### config.mk
export PLATFORM = sky130hd
export DESIGN_NAME = dsp_mac_engine
export DESIGN_NICKNAME = d
export VERILOG_FILES = /design/src/rtl/dsp_mac_pkg.sv /design/src/rtl/mac_mult.sv /design/src/rtl/mac_shift.sv /design/src/rtl/mac_sat.sv /design/src/rtl/dsp_mac_engine.sv
export SDC_FILE = /design/constraint.sdc
export NUM_CORES = 2
export LEC_CHECK = 0
export BUFFER_PORTS_ARGS = -buffer_cell sky130_fd_sc_hd__buf_4
export CORE_MARGIN = 1.5
export CORE_UTILIZATION = 30
export DETAILED_ROUTE_END_ITERATION = 10
export PLACE_DENSITY_LB_ADDON = 0.08
export SLEW_MARGIN = 5
export SYNTH_ARGS = -nofsm -noshare
export SYNTH_HDL_FRONTEND = slang
export SYNTH_SLANG_ARGS = --single-unit
### constraint.sdc
create_clock -name clk -period 20.5 [get_ports clk]
set_input_delay 2.05 -clock clk [delete_from_list [all_inputs] [get_ports clk]]
set_output_delay 2.05 -clock clk [all_outputs]
set_load 0.02 [all_outputs]
### src/rtl/dsp_mac_pkg.sv
package dsp_mac_pkg;
  localparam int NUM_ACC = 2;

  typedef enum logic [2:0] {
    OP_CLR   = 3'd0,
    OP_LOAD  = 3'd1,
    OP_MAC   = 3'd2,
    OP_MSC   = 3'd3,
    OP_MPY   = 3'd4,
    OP_SHIFT = 3'd5
  } mac_op_e;
endpackage

### src/rtl/mac_mult.sv
// Signed multiplier on operands widened by one sign bit.
module mac_mult #(
  parameter int DATA_W = 16,
  localparam int PROD_W = 2 * DATA_W + 2
) (
  input  logic [DATA_W-1:0] a,
  input  logic [DATA_W-1:0] b,
  output logic [PROD_W-1:0] prod
);
  logic signed [DATA_W:0]   ea, eb;
  logic signed [PROD_W-1:0] p;

  always_comb begin
    ea   = signed'({a[DATA_W-1], a});
    eb   = signed'({b[DATA_W-1], b});
    p    = PROD_W'(ea) * PROD_W'(eb);
    prod = p;
  end
endmodule

### src/rtl/mac_shift.sv
// Bidirectional arithmetic scaler; output widened so left overflow is visible.
module mac_shift #(
  parameter int ACC_W  = 40,
  parameter int SH_W   = 6,
  parameter int MAX_SH = 16,
  localparam int WIDE_W = ACC_W + MAX_SH
) (
  input  logic [ACC_W-1:0]  din,
  input  logic [SH_W-1:0]   amt,
  output logic [WIDE_W-1:0] dout
);
  logic signed [SH_W-1:0]   s;
  logic                     left;
  int                       mag;
  logic signed [WIDE_W-1:0] ext;

  always_comb begin
    s    = signed'(amt);
    left = 1'b0;
    mag  = 0;
    if (int'(s) < -MAX_SH) begin
      left = 1'b1;
      mag  = MAX_SH;
    end else if (int'(s) < 0) begin
      left = 1'b1;
      mag  = -int'(s);
    end else if (int'(s) > MAX_SH) begin
      mag  = MAX_SH;
    end else begin
      mag  = int'(s);
    end
    ext = signed'({{(WIDE_W - ACC_W){din[ACC_W-1]}}, din});
    if (left) dout = ext <<< mag;
    else      dout = ext >>> mag;
  end
endmodule

### src/rtl/mac_sat.sv
// Narrows a wide signed value to the accumulator width, clamping on demand.
module mac_sat #(
  parameter int WIDE_W = 56,
  parameter int ACC_W  = 40
) (
  input  logic [WIDE_W-1:0] din,
  input  logic              sat_en,
  output logic [ACC_W-1:0]  dout,
  output logic              ovf
);
  localparam logic [ACC_W-1:0] POS_MAX = {1'b0, {(ACC_W-1){1'b1}}};
  localparam logic [ACC_W-1:0] NEG_MAX = {1'b1, {(ACC_W-1){1'b0}}};

  logic [WIDE_W-ACC_W:0] top;

  always_comb begin
    top = din[WIDE_W-1:ACC_W-1];
    ovf = !((&top) || !(|top));
    if (ovf && sat_en) dout = din[WIDE_W-1] ? NEG_MAX : POS_MAX;
    else               dout = din[ACC_W-1:0];
  end
endmodule

### src/rtl/dsp_mac_engine.sv
module dsp_mac_engine #(
  parameter int DATA_W    = 16,
  parameter int ACC_W     = 40,
  parameter int SH_W      = 6,
  parameter int MAX_SHIFT = 16
) (
  input  logic              clk,
  input  logic              rst,
  input  logic              in_valid,
  input  logic [2:0]        op,
  input  logic              acc_sel,
  input  logic              sat_en,
  input  logic [SH_W-1:0]   shift_amt,
  input  logic [DATA_W-1:0] opnd_a,
  input  logic [DATA_W-1:0] opnd_b,
  output logic [ACC_W-1:0]  acc0,
  output logic [ACC_W-1:0]  acc1,
  output logic [DATA_W-1:0] wb_word,
  output logic [1:0]        ovf_flag,
  output logic [1:0]        sat_flag
);
  import dsp_mac_pkg::*;

  localparam int WIDE_W = ACC_W + MAX_SHIFT;
  localparam int PROD_W = 2 * DATA_W + 2;
  localparam int HI_W   = ACC_W - DATA_W + 1;
  localparam logic [DATA_W-1:0] WB_MAX = {1'b0, {(DATA_W-1){1'b1}}};
  localparam logic [DATA_W-1:0] WB_MIN = {1'b1, {(DATA_W-1){1'b0}}};

  logic [ACC_W-1:0]   acc_q [NUM_ACC];
  logic [NUM_ACC-1:0] ovf_v, sat_v;
  logic [ACC_W-1:0]   acc_cur, acc_nxt;
  logic [PROD_W-1:0]  prod;
  logic [WIDE_W-1:0]  shifted, cur_w, prod_w, load_w, pre_sat;
  logic               ovf_now, op_ok, upd, is_clr;
  logic [ACC_W:0]     rnd;
  logic [HI_W-1:0]    rnd_hi;
  logic [DATA_W-1:0]  wb_nxt, wb_q;
  mac_op_e            op_e;

  mac_mult #(.DATA_W(DATA_W)) u_mult (
    .a(opnd_a), .b(opnd_b), .prod(prod)
  );

  mac_shift #(.ACC_W(ACC_W), .SH_W(SH_W), .MAX_SH(MAX_SHIFT)) u_shift (
    .din(acc_cur), .amt(shift_amt), .dout(shifted)
  );

  mac_sat #(.WIDE_W(WIDE_W), .ACC_W(ACC_W)) u_sat (
    .din(pre_sat), .sat_en(sat_en), .dout(acc_nxt), .ovf(ovf_now)
  );

  // Operation select: every path is formed at the wide width so one
  // narrowing stage serves add, subtract and left scaling alike.
  always_comb begin
    op_e    = mac_op_e'(op);
    op_ok   = (op <= 3'd5);
    upd     = in_valid && op_ok;
    is_clr  = (op_e == OP_CLR);
    acc_cur = acc_q[acc_sel];
    cur_w   = {{(WIDE_W - ACC_W){acc_cur[ACC_W-1]}}, acc_cur};
    prod_w  = {{(WIDE_W - PROD_W){prod[PROD_W-1]}}, prod};
    load_w  = {{(WIDE_W - 2*DATA_W){opnd_a[DATA_W-1]}}, opnd_a, {DATA_W{1'b0}}};
    case (op_e)
      OP_CLR:   pre_sat = '0;
      OP_LOAD:  pre_sat = load_w;
      OP_MAC:   pre_sat = cur_w + prod_w;
      OP_MSC:   pre_sat = cur_w - prod_w;
      OP_MPY:   pre_sat = prod_w;
      OP_SHIFT: pre_sat = shifted;
      default:  pre_sat = cur_w;
    endcase
  end

  // Write-back word: round to nearest on the committed value.
  always_comb begin
    rnd    = {acc_nxt[ACC_W-1], acc_nxt} + ((ACC_W+1)'(1) << (DATA_W-1));
    rnd_hi = rnd[ACC_W:DATA_W];
    if (sat_en && !((&rnd_hi[HI_W-1:DATA_W-1]) || !(|rnd_hi[HI_W-1:DATA_W-1])))
      wb_nxt = rnd_hi[HI_W-1] ? WB_MIN : WB_MAX;
    else
      wb_nxt = rnd_hi[DATA_W-1:0];
  end

  for (genvar i = 0; i < NUM_ACC; i++) begin : g_acc
    logic [ACC_W-1:0] q;
    logic             ovf_r, sat_r;
    logic             hit;

    assign hit = upd && (acc_sel == 1'(i));

    always_ff @(posedge clk) begin
      if (rst) begin
        q     <= '0;
        ovf_r <= 1'b0;
        sat_r <= 1'b0;
      end else if (hit) begin
        q <= acc_nxt;
        if (is_clr) begin
          ovf_r <= 1'b0;
          sat_r <= 1'b0;
        end else begin
          ovf_r <= ovf_r | ovf_now;
          sat_r <= sat_r | (ovf_now & sat_en);
        end
      end
    end

    assign acc_q[i] = q;
    assign ovf_v[i] = ovf_r;
    assign sat_v[i] = sat_r;
  end

  always_ff @(posedge clk) begin
    if (rst)      wb_q <= '0;
    else if (upd) wb_q <= wb_nxt;
  end

  assign acc0     = acc_q[0];
  assign acc1     = acc_q[1];
  assign wb_word  = wb_q;
  assign ovf_flag = ovf_v;
  assign sat_flag = sat_v;
endmodule

==> out/results.ini <==
[logic_synthesis]
synth-seq-cells = 100
async_reset_ff_share_pct = 0
synth-xor-area-share_pct = 2.75
yosysSeqAreaShare_pct = 7.28
postSynthCellCount = 3772
synthMuxAreaShare_pct = 4.16
synth_compound_area_share_pct = 28.0
mappedNetlistNets = 4246
syn_area_per_cell_um2 = 7.29
synthesis.area_um2 = 27500
yosys_warnings = 0
synth_top_family_by_area = compound AO/OA/AOI/OAI gates
synth_edf_count = 0
yosys.area_share.adder_pct = 26.7
post_synth_num_cell_types = 99
synth-simple-area-share_pct = 21.7
synth-main-ff-cell = dfxtp_1

[placed_design]
globalplace.congestion = 1.04
post-dp-hpwl_mm = 112
io_buffers = 145

[floorplan]
io_pins = 146
rows = 110
dieHeight_um = 306
die_area_um2 = 93500
start_util_pct = 30.4
coreArea_um2 = 90400
die-width_um = 306

[hold_path]
min_path_type = register to register
hold_depth = 2
min-delay-start = acc1[6]
hold_path_end = acc1[6]

[critical_path]
cp-start-kind = primary input
arrival_ns = 15.85
end_kind = register
critPathKind = primary input to register
reg2reg_setup_slack_ns = 10.89
cp_slowest_cell = nor4_1
worst_r2r_endpoint = wb_word[6]
r2r_cells = 26
max_stage_delay_ns = 0.80
cp_max_fo = 56
cp-startpoint = opnd_a[5]
required_ns = 20.70
r2r-start = acc1[19]

[timing]
final_hold_viol_count = 0
max_freq_ghz = 0.0639
slew_violations = 0
fin_tns_setup_ns = 0
setup-violations-final = 0
max_slew_margin_pct = 9.91
fin_crit_sh_pct = 76.3
worst_clock_skew_ns = 0.00986
rsz0062_at_grt = no
tightest_slew_ns = 1.34
finalCriticalPeriod_ns = 15.65

[status]
outcome = finished clean

[clock_tree]
cts.clk_slew.worst_paths_ns = 0.07
cts_tree = built
cts_hold_buf = 0
ctsRootBufferMaster = clkbuf_16
cts_setup_buffers = 0
cts-resized-gates = 0
clock_sinks = 100
cts_buffer_depth = 2
htree_levels = 3
cts_buffers = 9
clkLatencyLatePin_ns = 0.37

[final_layout]
n_fill_cell = 9826
final_common_cell = nand2_1
layout_common_cells = nand2_1 (396), inv_1 (388), nor2_1 (318)
finalNetCount = 4224
drive_above_1_share_pct = 8.44
syn2layout_area_growth_pct = 8.91
final_core_util_pct = 33.1

[global_route]
antenna_found_initial = 6
grt_util_all_layers_pct = 29.7
grt-ovfl-total = 0
grt_pass1_wl_mm = 207
grt_max_degree = 88
grt_pass1_vias = 28900

[route]
num_vias = 29800
wl_met2_mm = 59.9
viasPerCell = 6.05
drt-met1-wl_mm = 63.4
dr.max_layer_used = met5
drt_iter0_drc = 3704
routed_wl_mm = 142
wl_per_cell_um = 28.7
drt_first_pass_iters = 6
drc = 0
ant_nets = 0
wl_met3_mm = 12.6

[flow_run]
drv_cap = 0

==> synthesized netlist by cell type (11+ instances only) <==
cell,instances,share of area [%]
nand2_1,396,5.4
inv_1,388,5.3
nor2_1,322,4.4
a21oi_1,268,4.9
fa_1,264,19
o21ai_0,214,3.9
clkbuf_1,170,2.3
ha_1,164,7.5
and2_1,133,3.0
o211ai_1,116,3.2
a211oi_1,114,3.1
dfxtp_1,100,7.3
nand3_1,99,1.8
nor3_1,83,1.5
mux2i_1,76,2.8
xnor2_1,57,1.8
buf_2,54,0.98
a31oi_1,47,1.1
o22ai_1,43,0.98
nand4_1,37,0.84
a21o_1,34,0.93
nand2b_1,27,0.61
nor2b_1,27,0.61
o31ai_1,26,0.71
a22oi_1,25,0.68
xor2_1,25,0.80
o21a_1,24,0.66
a211o_1,23,0.73
and3_1,23,0.52
or3_1,23,0.52
mux2_2,18,0.74
o221ai_1,18,0.57
buf_1,17,0.23
nor4_1,16,0.36
a221oi_1,15,0.48
or4_1,14,0.38
a32oi_1,13,0.41
o2111ai_1,12,0.38
o22a_1,11,0.35
o32ai_1,11,0.35
==> routing by layer <==
layer,vias up,GRT usage (%)
li1,13300,-
met1,14700,42.1
met2,1491,44.4
met5,-,0
met3,295,5.99
met4,6,10.5
==> state kept, by name (all words and copies together) (netlist names) <==
register and count:
acc0 40, acc1 40, g_acc.ovf_r 2, g_acc.sat_r 2, wb_word 16
==> worst max-delay path: cells and delay by family <==
family,cells,cell delay (ns)
compound gates,13,3.82
simple gates,11,3.10
fa+ha+maj,9,4.43
buf+inv,8,1.26
xor+xnor,3,1.11
==> cell type report <==
type / count / area [um2] / area share [%]
antenna: 2 / 5.00 / 0.0167
sequential: 100 / 2000 / 6.68
inverter: 393 / 1480 / 4.93
multi-input combinational: 3021 / 23000 / 76.8
tap: 1176 / 1470 / 4.91
timing repair buffer: 225 / 1690 / 5.64
clock buffer: 11 / 243 / 0.810
clock inverter: 5 / 66.3 / 0.221
==> through the flow <==
step / instances / cell area, um2 / hold slack [ns] / worst slack (ns)
after floorplan: 3772 / 27500 / 0.442 / 7.24
after global placement: 4915 / 29600 / 0.465 / 5.08
after detailed placement: 4915 / 29600 / 0.456 / 4.87
after CTS: 4931 / 29900 / 0.479 / 5.20
after global routing: 4931 / 29900 / 0.500 / 3.98
final: 4933 / 30000 / 0.480 / 4.85
==> worst max path at each step <==
stage            endpoint  slack, ns
2_1_floorplan  wb_word[0]       7.24
3_3_place_gp   wb_word[5]       5.08
3_5_place_dp   wb_word[6]       4.87
4_1_cts        wb_word[6]       5.20
5_1_grt        wb_word[8]       3.98
6_report       wb_word[6]       4.85
==> cell families (layout without fill, tap and decap cells) <==
logic type | after synthesis | after routing
flops | 100 | 100
mux | 102 | 102
fa+ha+maj | 428 | 428
compound gates | 1152 | 1152
xor+xnor | 84 | 84
buf+inv | 651 | 634
simple gates | 1255 | 1255
other cells | 0 | 2
Power is not shown: default switching activity piles up to over one toggle a cycle in this logic, so the estimate is an artifact.
